[config.mk]
export PLATFORM = sky130hd
export DESIGN_NAME = burst_cfg_seq
export DESIGN_NICKNAME = d
export VERILOG_FILES = /design/src/rtl/burst_cfg_pkg.sv /design/src/rtl/burst_cfg_decode.sv /design/src/rtl/burst_cfg_fsm.sv /design/src/rtl/burst_cfg_reg.sv /design/src/rtl/burst_cfg_seq.sv
export SDC_FILE = /design/constraint.sdc
export NUM_CORES = 1
export LEC_CHECK = 0
export ABC_AREA = 1
export CAP_MARGIN = 20
export CORE_UTILIZATION = 50
export CTS_BUF_LIST = sky130_fd_sc_hd__clkbuf_2 sky130_fd_sc_hd__clkbuf_4 sky130_fd_sc_hd__clkbuf_8
export DETAILED_ROUTE_END_ITERATION = 8
export DONT_BUFFER_PORTS = 1
export SYNTH_ARGS = -nofsm -noshare
export SYNTH_HDL_FRONTEND = slang
export SYNTH_SLANG_ARGS = --single-unit
[constraint.sdc]
create_clock -name clk -period 1.97 [get_ports clk]
set_clock_uncertainty 0.2 [all_clocks]
set_input_delay 0.197 -clock clk [delete_from_list [all_inputs] [get_ports clk]]
set_output_delay 0.197 -clock clk [all_outputs]
set_load 0.05 [all_outputs]
[src/rtl/burst_cfg_pkg.sv]
package burst_cfg_pkg;
    localparam int ADDR_W     = 20;
    localparam int DATA_W     = 16;
    localparam int CODE_LSB   = 12;
    localparam int CODE_W     = ADDR_W - CODE_LSB;
    localparam int WS_W       = 3;
    localparam int WS_OFFSET  = 2;
    localparam int CLK_W      = WS_W + 1;
    localparam int MODE_BIT   = CODE_W - 1;

    localparam logic [11:0] UNLOCK_A1 = 12'h555;
    localparam logic [11:0] UNLOCK_A2 = 12'h2AA;
    localparam logic [7:0]  UNLOCK_D1 = 8'hAA;
    localparam logic [7:0]  UNLOCK_D2 = 8'h55;
    localparam logic [7:0]  LOAD_CMD  = 8'hC0;
    localparam logic [7:0]  ABORT_CMD = 8'hF0;
    localparam logic [CODE_W-1:0] CODE_DEFAULT = '1;

    typedef enum logic [1:0] {
        ST_IDLE = 2'd0,
        ST_KEY1 = 2'd1,
        ST_KEY2 = 2'd2
    } seq_t;

    typedef struct packed {
        logic abort;
        logic key1;
        logic key2;
        logic load;
    } hit_t;

    function automatic logic [CLK_W-1:0] ws_to_clocks(input logic [WS_W-1:0] c);
        return CLK_W'(c) + CLK_W'(WS_OFFSET);
    endfunction
endpackage

[src/rtl/burst_cfg_decode.sv]
module burst_cfg_decode
    import burst_cfg_pkg::*;
(
    input  logic [ADDR_W-1:0] addr,
    input  logic [DATA_W-1:0] data,
    output hit_t              hit
);
    logic [11:0] lo_addr;
    logic [7:0]  lo_data;

    always_comb begin
        lo_addr   = addr[11:0];
        lo_data   = data[7:0];
        hit.abort = (lo_data == ABORT_CMD);
        hit.key1  = (lo_addr == UNLOCK_A1) && (lo_data == UNLOCK_D1);
        hit.key2  = (lo_addr == UNLOCK_A2) && (lo_data == UNLOCK_D2);
        hit.load  = (lo_addr == UNLOCK_A1) && (lo_data == LOAD_CMD);
    end
endmodule

[src/rtl/burst_cfg_fsm.sv]
module burst_cfg_fsm
    import burst_cfg_pkg::*;
(
    input  logic clk,
    input  logic rst,
    input  logic wr_en,
    input  logic busy,
    input  hit_t hit,
    output seq_t state,
    output logic load_fire
);
    seq_t nxt;

    always_comb begin
        nxt       = state;
        load_fire = 1'b0;
        if (wr_en) begin
            nxt = ST_IDLE;
            if (!hit.abort) begin
                unique case (state)
                    ST_IDLE: if (hit.key1) nxt = ST_KEY1;
                    ST_KEY1: if (hit.key2) nxt = ST_KEY2;
                    ST_KEY2: load_fire = hit.load && !busy;
                    default: nxt = ST_IDLE;
                endcase
            end
        end
    end

    always_ff @(posedge clk) begin
        if (rst) state <= ST_IDLE;
        else     state <= nxt;
    end
endmodule

[src/rtl/burst_cfg_reg.sv]
module burst_cfg_reg
    import burst_cfg_pkg::*;
(
    input  logic              clk,
    input  logic              rst,
    input  logic              load,
    input  logic [CODE_W-1:0] code_in,
    output logic [CODE_W-1:0] code_q
);
    always_ff @(posedge clk) begin
        if (rst)       code_q <= CODE_DEFAULT;
        else if (load) code_q <= code_in;
    end
endmodule

[src/rtl/burst_cfg_seq.sv]
module burst_cfg_seq
    import burst_cfg_pkg::*;
(
    input  logic                     clk,
    input  logic                     rst,
    input  logic                     wr_en,
    input  logic [ADDR_W-1:0]        addr,
    input  logic [DATA_W-1:0]        data,
    input  logic                     busy,
    output logic [CODE_W-1:0]        cfg_code,
    output logic                     sync_mode,
    output logic [WS_W-1:0]          wait_code,
    output logic [CLK_W-1:0]         wait_clocks,
    output logic [1:0]               seq_state
);
    hit_t hit;
    seq_t state;
    logic load_fire;

    burst_cfg_decode u_dec (.addr(addr), .data(data), .hit(hit));

    burst_cfg_fsm u_fsm (
        .clk(clk), .rst(rst), .wr_en(wr_en), .busy(busy),
        .hit(hit), .state(state), .load_fire(load_fire)
    );

    burst_cfg_reg u_reg (
        .clk(clk), .rst(rst), .load(load_fire),
        .code_in(addr[ADDR_W-1:CODE_LSB]), .code_q(cfg_code)
    );

    always_comb begin
        sync_mode   = ~cfg_code[MODE_BIT];
        wait_code   = cfg_code[WS_W-1:0];
        wait_clocks = ws_to_clocks(cfg_code[WS_W-1:0]);
        seq_state   = state;
    end
endmodule

==> impl_metrics.csv, run 1 <==
group,metric,value,unit
worst_setup_path,r2r-start,"u_fsm.state[1]",
detailed_routing,detail-route-antenna-nets,0,
worst_setup_path,cp-start-kind,"flip-flop",
pwr,cellLeakagePower,0.4998,nW
worst_setup_path,r2r_cells,9,
cts,cts_sinks,10,
detailed_routing,dr_total_vias,700,
floorplanning,die_x,38.80,um
floorplanning,die-area,0.001505,mm^2
global_routing,grt_pass1_vias,600,
cells_and_area,layout-drive-gt1-share,15.45,%
synthesis,syn_nets,144,
worst_setup_path,critPathKind,"flip-flop to flip-flop",
cells_and_area,fillers,95,
global_routing,grtUsageTotal,23.98,%
synthesis,yosysUniqueCellTypes,15,
cts,clk_latency,260,ps
detailed_routing,drt_iter0_drc,25,
timing,finalSetupTns,0,ps
detailed_routing,routed_via_density,5.109,
hold_path,hold_path.class,"primary input to flip-flop",
synthesis,synth.top_cells.by_count,"nand2_1, nand3_1, inv_1, nor2_1, dfxtp_1",
timing,setup_violations,0,
worst_setup_path,rrSetupSlack,140,ps
synthesis,synth_area_per_cell,6.572,um^2
cells_and_area,diodes,0,
timing,grt_setup_unrepaired,"false",
cells_and_area,final_nets,166,
detailed_routing,wirelength,1604,um
worst_setup_path,crit_end,"u_fsm.state[0]",
cts,clk_pin_slew_worst_paths,60,ps
worst_setup_path,end_kind,"flip-flop",
cts,cts_made_buffers,3,
hold_path,whs_path_depth,5,
worst_setup_path,critPathLaunch,"u_fsm.state[1]",
worst_setup_path,worstReg2RegEnd,"u_fsm.state[0]",
global_routing,gr-total-overflow,0,
pwr,ir_worst_vdd,0.4375,mV
cells_and_area,multi_input_area,385.4,um^2
floorplanning,die_y,38.80,um
timing,layout_setup_ws,136.5,ps
timing,finalHoldViolCount,0,
floorplanning,ios,58,
cells_and_area,layout.cells.non_filler,137,
worst_setup_path,cp.arrival,1840,ps
synthesis,netlist_top_cells_area,"dfxtp_1, nand3_1, nand2_1, inv_1, nor2_1",
synthesis,ys_warn_count,0,
synthesis,syn_inst,103,
detailed_routing,drc,0,
place,place_inst,122,
worst_setup_path,crit_fanout,3,
worst_setup_path,required,1970,ps
timing,relSlewSlack,65.88,%
cts,cts_tree,"done",
detailed_routing,wl_per_cell,11.71,um
synthesis,async_reset_ff_share,0,%
place,place_area,757.0,um^2
place,numPortBuffers,0,
cts,clockRootBuffer,"clkbuf_4",
synthesis,ys_ff_latch,10,
cts,post_cts_buffers,0,
floorplanning,start_util,57.07,%
cells_and_area,seqCellArea,200.2,um^2
floorplanning,row_count,12,
detailed_routing,firstDrtPassIters,4,
cts,htreeDepth,1,
global_routing,antenna_found_initial,0,
cells_and_area,final_cell_area,905.9,um^2
timing,timing.hold.ws,117.1,ps
run,cap_violations,0,
global_routing,grt_max_degree,11,
cts,cts_buffer_depth,2,
synthesis,synth_most_common_cell,"nand2_1",
synthesis,syn-cell-area,676.9,um^2
timing,period_needed,1834,ps
global_routing,grt_first_pass_wirelength,2352,um
timing,worst_pin_slew,511.1,ps
place,place_ws,625.9,ps
status,outcome,"completed",
place,gp_congestion,0.8091,
synthesis,synth_seq_area_share,29.57,%
synthesis,synth_edf_count,0,
place,dp_hpwl,1146,um
synthesis,synthFlopType,"dfxtp_1",
pwr,pwr_density_cell,417.9,mW/mm^2
timing,period_share,93.07,%
synthesis,synth.largest_area_cell,"dfxtp_1",
synthesis,synth_top_area_share,29.57,%
timing,max_freq,0.5454,GHz
floorplanning,core-area,0.001186,mm^2
timing,finalMaxSlewViolations,0,
cells_and_area,area_growth,33.83,%
-- layout by cell type (no fill, tap or decap), drive strengths merged --
cell type	synthesis	layout
nand2	26	26
dfxtp	10	10
nand3b	1	1
inv	17	17
ha	1	1
nor2	18	18
a21oi	2	2
dlygate4sd3	0	12
buf	4	9
nand4	4	4
nand3	20	20
clkbuf	0	3
-- registers in the layout, summed over array words and instances, names as in the netlist --
register      count
u_fsm.state       2
u_reg.code_q      8
-- where the power goes --
group          internal [W]  total (W)     switching (W)
Clock             0.0000701   0.000132         0.0000620
Combinational     0.0000227  0.0000443         0.0000217
Sequential         0.000202   0.000202  0.00000000000754
Total              0.000295   0.000379         0.0000836
-- worst min path at each step --
stage / to / from / slack (ps)
global placement: u_fsm.state[1] / rst / 70
finish: u_reg.code_q[6] / data[4] / 120
detailed placement: u_fsm.state[0] / rst / 70
floorplan: u_fsm.state[0] / rst / 70
CTS: u_reg.code_q[6] / data[4] / 120
global route: u_reg.code_q[7] / data[4] / 120
-- stage by stage --
stage / util, % / power [W]
after floorplan: - / 0.0002300
final: 76.37 / 0.0003785
after CTS: 75.84 / 0.0003826
after detailed placement: 63.82 / 0.0002337
after global placement: 63.82 / 0.0002327
after global routing: 76.37 / 0.0004022
-- worst max-delay path, cell delays in order (launching register included) --
cell and delay (ps):
dfxtp_1 320, buf_6 160, inv_1 70, nand2_1 50, nor2_1 90, nand2_1 70, nor2_2 90, nand2_1 60
a21oi_1 120, dlygate4sd3_1 550
-- timing repair --
action,CTS,global route
endpoints found under the hold margin,10,0
resized for setup,0,2
setup endpoints to repair,0,1
hold buffers,12,0
-- per-layer routing --
| layer | wire length [um] | vias to the layer above | track usage, % | part of all wire [%] |
|---|---|---|---|---|
| met5 | 0 | - | 0 | 0 |
| met4 | 0 | 0 | 7.759 | 0 |
| met3 | 146 | 0 | 11.56 | 9.1 |
| met2 | 773 | 35 | 41.67 | 48 |
| met1 | 683 | 303 | 24.91 | 43 |
| li1 | - | 362 | - | - |
-- layout make-up --
cell class,instances,share of cell area (%)
multi-input combinational,72,42.54
timing repair buffer,21,23.90
sequential,10,22.10
inverter,17,7.044
clock buffer,3,2.486
tap,14,1.934
-- kinds of logic after synthesis --
family          synth area share [%]
buf+inv                        13.86
fa+ha+maj                      1.848
simple gates                   53.24
flops                          29.57
compound gates                 1.479
(Power assumes the default switching activity.)
==> inputs of run 2 (changes only) <==
--- a/config.mk
+++ b/config.mk
@@ -7,6 +7,7 @@
 export LEC_CHECK = 0
 export ABC_AREA = 1
 export CAP_MARGIN = 20
+export CORE_MARGIN = 3
 export CORE_UTILIZATION = 50
 export CTS_BUF_LIST = sky130_fd_sc_hd__clkbuf_2 sky130_fd_sc_hd__clkbuf_4 sky130_fd_sc_hd__clkbuf_8
 export DETAILED_ROUTE_END_ITERATION = 8
==> constraint.sdc (replaced) <==
create_clock -name clk -period 2.17 [get_ports clk]
set_clock_uncertainty 0.2 [all_clocks]
set_input_delay 0.217 -clock clk [delete_from_list [all_inputs] [get_ports clk]]
set_output_delay 0.217 -clock clk [all_outputs]
set_load 0.05 [all_outputs]
==> run 2 against run 1 <==
Combinational power down 9.9%. Sequential share of layout area up 0.69 points. First-iteration DRC count down 60%. Cell count unchanged. Critical endpoint is now u_fsm.state[1]. Highest routed layer is now met4. Critical path type unchanged. Register-to-register slack better by 230 ps. Count of clock-buffer cells in the layout up 1. Worst setup slack better by 230 ps.
==> impl_metrics.csv, run 2 (synthesized netlist as in run 1, its figures left out) <==
group,metric,value,unit
status,outcome,"completed",
cells_and_area,seqCellArea,200.2,um^2
cts,cts_buffer_depth,2,
cts,clk_pin_slew_worst_paths,70,ps
floorplanning,ios,58,
global_routing,grtUsageTotal,19.25,%
cts,cts_sinks,10,
worst_setup_path,worstReg2RegEnd,"u_fsm.state[1]",
run,cap_violations,0,
global_routing,grt_max_degree,11,
timing,grt_setup_unrepaired,"false",
worst_setup_path,end_kind,"flip-flop",
hold_path,whs_path_depth,4,
timing,timing.hold.ws,7.820,ps
detailed_routing,firstDrtPassIters,4,
timing,max_freq,0.5549,GHz
worst_setup_path,critPathMaxStageDelay,550,ps
cells_and_area,multi_input_area,382.9,um^2
cells_and_area,fillers,110,
timing,finalMaxSlewViolations,0,
cts,cts-resized-gates,0,
cts,cts_tree,"done",
floorplanning,die_x,42.80,um
worst_setup_path,cp.arrival,1810,ps
hold_path,hold_path.class,"primary input to flip-flop",
place,numPortBuffers,0,
cells_and_area,layout-drive-gt1-share,15.45,%
pwr,pwr_density_cell,443.5,mW/mm^2
floorplanning,core-area,0.001186,mm^2
floorplanning,row_count,12,
cells_and_area,final_cell_mix,"nand2_1, nand3_1, inv_1, nor2_1, dlygate4sd3_1",
cells_and_area,diodes,0,
timing,finalSetupTns,0,ps
floorplanning,die-area,0.001831,mm^2
detailed_routing,dr_total_vias,694,
worst_setup_path,critPathKind,"flip-flop to flip-flop",
timing,period_share,83.05,%
worst_setup_path,r2r-start,"u_fsm.state[1]",
cts,hold_buffers,11,
cells_and_area,largest_reg_flops,8,
cells_and_area,reg.largest.list,"u_reg.code_q x8, u_fsm.state x2",
hold_path,min-delay-start,"data[5]",
worst_setup_path,crit_path_cell_trace,"buf_4 > inv_1 > nand4_1 > nor2_1 > nand3_1 > a21oi_1 > dlygate4sd3_1",
cells_and_area,regMostFlops,"u_reg.code_q",
cells_and_area,final_nets,165,
detailed_routing,routed_via_density,5.066,
timing,period_needed,1802,ps
global_routing,grt_pass1_vias,660,
floorplanning,die_y,42.80,um
pwr,ir_worst_vdd,0.2921,mV
cells_and_area,area_growth,29.76,%
worst_setup_path,timing.critical_path.depth,7,
worst_setup_path,cp-start-kind,"flip-flop",
worst_setup_path,critPathTopFamily,"buffers and inverters",
cts,post_cts_buffers,0,
timing,relSlewSlack,65.31,%
detailed_routing,drc,0,
hold_path,min_to,"u_fsm.state[0]",
worst_setup_path,required,2180,ps
cts,clockRootBuffer,"clkbuf_4",
cts,cts_made_buffers,3,
cells_and_area,final_common_cell,"nand2_1",
detailed_routing,top_layer_used,"met4",
global_routing,grt_first_pass_wirelength,2670,um
worst_setup_path,crit_fanout,3,
worst_setup_path,cpMaxStageDelayCell,"dlygate4sd3_1",
global_routing,antenna_found_initial,0,
detailed_routing,dr_wl_met3,187,um
worst_setup_path,r2r_cells,7,
cts,clk_latency,260,ps
detailed_routing,wirelength,1653,um
pwr,cellLeakagePower,0.4902,nW
timing,finalHoldViolCount,0,
place,gp_congestion,0.7218,
detailed_routing,route.met2.wl,797,um
floorplanning,start_util,57.07,%
worst_setup_path,rrSetupSlack,370,ps
global_routing,gr-total-overflow,0,
detailed_routing,wl_met1,662,um
worst_setup_path,cp_num_buf_inv,3,
detailed_routing,detail-route-antenna-nets,0,
place,dp_hpwl,1189,um
timing,setup_violations,0,
detailed_routing,drt_iter0_drc,10,
detailed_routing,wl_per_cell,12.07,um
timing,worst_pin_slew,519.6,ps
cells_and_area,finish.utilization,74.05,%
cts,htreeDepth,1,
-- run 2: final cells by class --
class	count	share of cell area, %
multi-input cells	72	43.59
flip-flops and latches	10	22.79
repair buffers	20	20.23
inverters	17	7.265
clock buffers	4	4.131
well taps	14	1.994
-- run 2: layer usage --
metal  GRT usage, %  up-vias
li1               -      363
met1          23.21      297
met2          32.04       32
met3          7.627        2
met4          3.727        0
met5              0        -
-- run 2: worst max path at each step --
stage                              start  slack [ps]              end
final                     u_fsm.state[1]         370   u_fsm.state[1]
after global routing      u_fsm.state[1]         280   u_fsm.state[1]
after CTS                 u_fsm.state[1]         370   u_fsm.state[1]
after detailed placement  u_fsm.state[1]         830  u_reg.code_q[3]
after global placement    u_fsm.state[1]         840  u_reg.code_q[6]
after floorplan           u_fsm.state[1]         510  u_reg.code_q[1]
-- run 2: report_power, final --
| group | internal (W) | switching [W] |
|---|---|---|
| clock | 0.000102 | 0.0000646 |
| sequential | 0.000183 | 0.00000000000627 |
| combinational | 0.0000206 | 0.0000194 |
-- run 2: stage by stage --
step / cells / area (um^2) / total power (W) / setup slack (ps)
after CTS: 137 / 878.3 / 0.0003948 / 374.4
after global routing: 137 / 878.3 / 0.0004111 / 283.7
after global placement: 122 / 732.0 / 0.0002113 / 837.9
after floorplan: 103 / 676.9 / 0.0002088 / 514.8
after detailed placement: 122 / 732.0 / 0.0002122 / 828.0
final: 137 / 878.3 / 0.0003896 / 367.7
-- run 2: worst register-to-register path: stages, from the launching register on --
cell and delay, ps:
dfxtp_1 320, buf_4 190, inv_1 80, nand4_1 80, nor2_1 120, nand3_1 90, a21oi_1 120, dlygate4sd3_1 550
==> inputs of run 3 (changes only) <==
==> constraint.sdc (replaced) <==
create_clock -name clk -period 1.7 [get_ports clk]
set_clock_uncertainty 0.2 [all_clocks]
set_input_delay 0.17 -clock clk [delete_from_list [all_inputs] [get_ports clk]]
set_output_delay 0.17 -clock clk [all_outputs]
set_load 0.05 [all_outputs]
==> run 3 against run 2 <==
Flip-flop and latch count is the same. Worst hold slack got worse by 5.8 ps. Non-clock buffer count rose by 3. Global-route usage is 0.82 points higher.
==> impl_metrics.csv, run 3 (synthesized netlist as in run 1, its figures left out) <==
group,metric,value,unit
status,outcome,"completed",
pwr,ir_worst_vdd,0.4372,mV
floorplanning,start_util,57.07,%
cells_and_area,final_cell_area,940.9,um^2
timing,finalSetupTns,0,ps
pwr,p_total,0.0005037,W
pwr,pwr_density_cell,535.4,mW/mm^2
cells_and_area,final_nets,168,
cells_and_area,diodes,0,
worst_setup_path,cp.arrival,1650,ps
place,gp_congestion,0.7333,
place,place_area,757.0,um^2
timing,worst_pin_slew,514.2,ps
cts,htreeDepth,1,
cells_and_area,largest_reg_flops,8,
pwr,cellLeakagePower,0.5110,nW
cts,cts_tree,"done",
detailed_routing,detail-route-antenna-nets,0,
place,place_inst,122,
worst_setup_path,required,1700,ps
floorplanning,die_x,42.80,um
cells_and_area,reg.largest.list,"u_reg.code_q x8, u_fsm.state x2",
cells_and_area,area_growth,39.00,%
timing,finalMaxSlewViolations,0,
global_routing,gr-total-overflow,0,
floorplanning,row_count,12,
cells_and_area,final_cell_mix,"nand2_1, nand3_1, inv_1, nor2_1, dlygate4sd3_1",
worst_setup_path,crit_fanout,3,
global_routing,grtUsageTotal,20.07,%
global_routing,grt_max_degree,11,
timing,finalHoldViolCount,0,
cts,cts_made_buffers,3,
timing,relSlewSlack,65.67,%
run,cap_violations,0,
detailed_routing,firstDrtPassIters,4,
pwr,p_sw_share,22.24,%
cts,clk_latency,270,ps
cells_and_area,final_common_cell,"nand2_1",
floorplanning,die_y,42.80,um
floorplanning,die-area,0.001831,mm^2
floorplanning,ios,58,
hold_path,min-delay-start,"wr_en",
cts,cts_buffer_depth,2,
pwr,clock_power_share,43.0,%
pwr,seqPwrFrac,46.2,%
timing,max_freq,0.6063,GHz
global_routing,antenna_found_initial,0,
detailed_routing,dr_total_vias,717,
worst_setup_path,r2r-start,"u_fsm.state[0]",
detailed_routing,wl_per_cell,12.70,um
cells_and_area,regMostFlops,"u_reg.code_q",
timing,period_needed,1649,ps
cts,clockRootBuffer,"clkbuf_4",
detailed_routing,drc,0,
cells_and_area,fillers,89,
worst_setup_path,critPathKind,"primary input to flip-flop",
global_routing,grt_first_pass_wirelength,2718,um
detailed_routing,routed_via_density,5.121,
pwr,internal_power,0.0003917,W
worst_setup_path,critPathLaunch,"data[5]",
timing,period_share,97.02,%
cells_and_area,layout.cells.non_filler,140,
worst_setup_path,end_kind,"flip-flop",
cts,cts_sinks,10,
pwr,pwr-share-comb,10.9,%
timing,setup_violations,0,
detailed_routing,drt_iter0_drc,11,
floorplanning,core-area,0.001186,mm^2
place,numPortBuffers,0,
cells_and_area,layout-drive-gt1-share,19.84,%
detailed_routing,wirelength,1778,um
hold_path,hold_path.class,"primary input to flip-flop",
global_routing,grt_pass1_vias,645,
cts,clk_pin_slew_worst_paths,60,ps
place,dp_hpwl,1206,um
pwr,p_sw,0.0001120,W
worst_setup_path,cp-start-kind,"primary input",
[run 3: changes by cell type in the layout (fill, tap and decap cells not counted)]
cell,before,now
a21oi_1,2,0
a21oi_2,0,2
buf_12,0,2
dfxtp_1,10,8
dfxtp_2,0,1
dfxtp_4,0,1
dlygate4sd3_1,11,12
[run 3: layout make-up]
cell class,instances,area [um^2],share of cell area (%)
Multi-Input combinational cell,72,390.4,41.49
Tap cell,14,17.52,1.862
Clock buffer,4,36.28,3.856
Sequential cell,10,205.2,21.81
Inverter,17,63.81,6.782
Timing Repair Buffer,23,227.7,24.20
[run 3: repair_timing]
action                                 4_1_cts  5_1_grt
endpoints found under the hold margin       10        1
hold buffers                                12        2
gates resized for setup                      0        5
buffers inserted                             0        2
setup endpoints to repair                    0        2
[run 3: path summary, 6_finish.rpt]
| check | to | slack [ps] | depth (start not counted) |
|---|---|---|---|
| hold / removal | u_fsm.state[0] | 2 | 6 |
| setup / recovery | u_fsm.state[0] | 50 | 6 |
| setup reg to reg | u_reg.code_q[7] | 210 | 7 |
| hold reg to reg | u_reg.code_q[0] | 270 | 2 |
[run 3: routing by layer]
layer,share of wire (%),vias to the layer above,track usage [%]
met4,1.2,0,6.211
li1,-,371,-
met1,39,307,22.56
met3,11,5,9.746
met5,0,-,0
met2,49,34,32.93
[run 3: worst max-delay path, stage by stage]
cell           delay [ps]
dlygate4sd3_1         520
nand3b_1               80
dlygate4sd3_1         590
nor2_1                110
nand2_1                70
a21oi_2               110
[run 3: power by group through the flow]
stage | Clock, W | Combinational (W) | Sequential, W
finish | 0.000216 | 0.0000548 | 0.000233
global route | 0.000235 | 0.0000619 | 0.000232
CTS | 0.000222 | 0.0000507 | 0.000234
detailed placement | 0 | 0.0000313 | 0.000240
global placement | 0 | 0.0000304 | 0.000240
floorplan | 0 | 0.0000271 | 0.000240
[run 3: through the flow]
stage	setup WS, ps	hold slack [ps]	utilization [%]
floorplan	44.84	39.07	-
global placement	304.0	40.94	63.82
detailed placement	279.1	43.25	63.82
CTS	29.73	68.13	77.00
global route	-52.14	27.80	79.32
finish	50.58	2.054	79.32
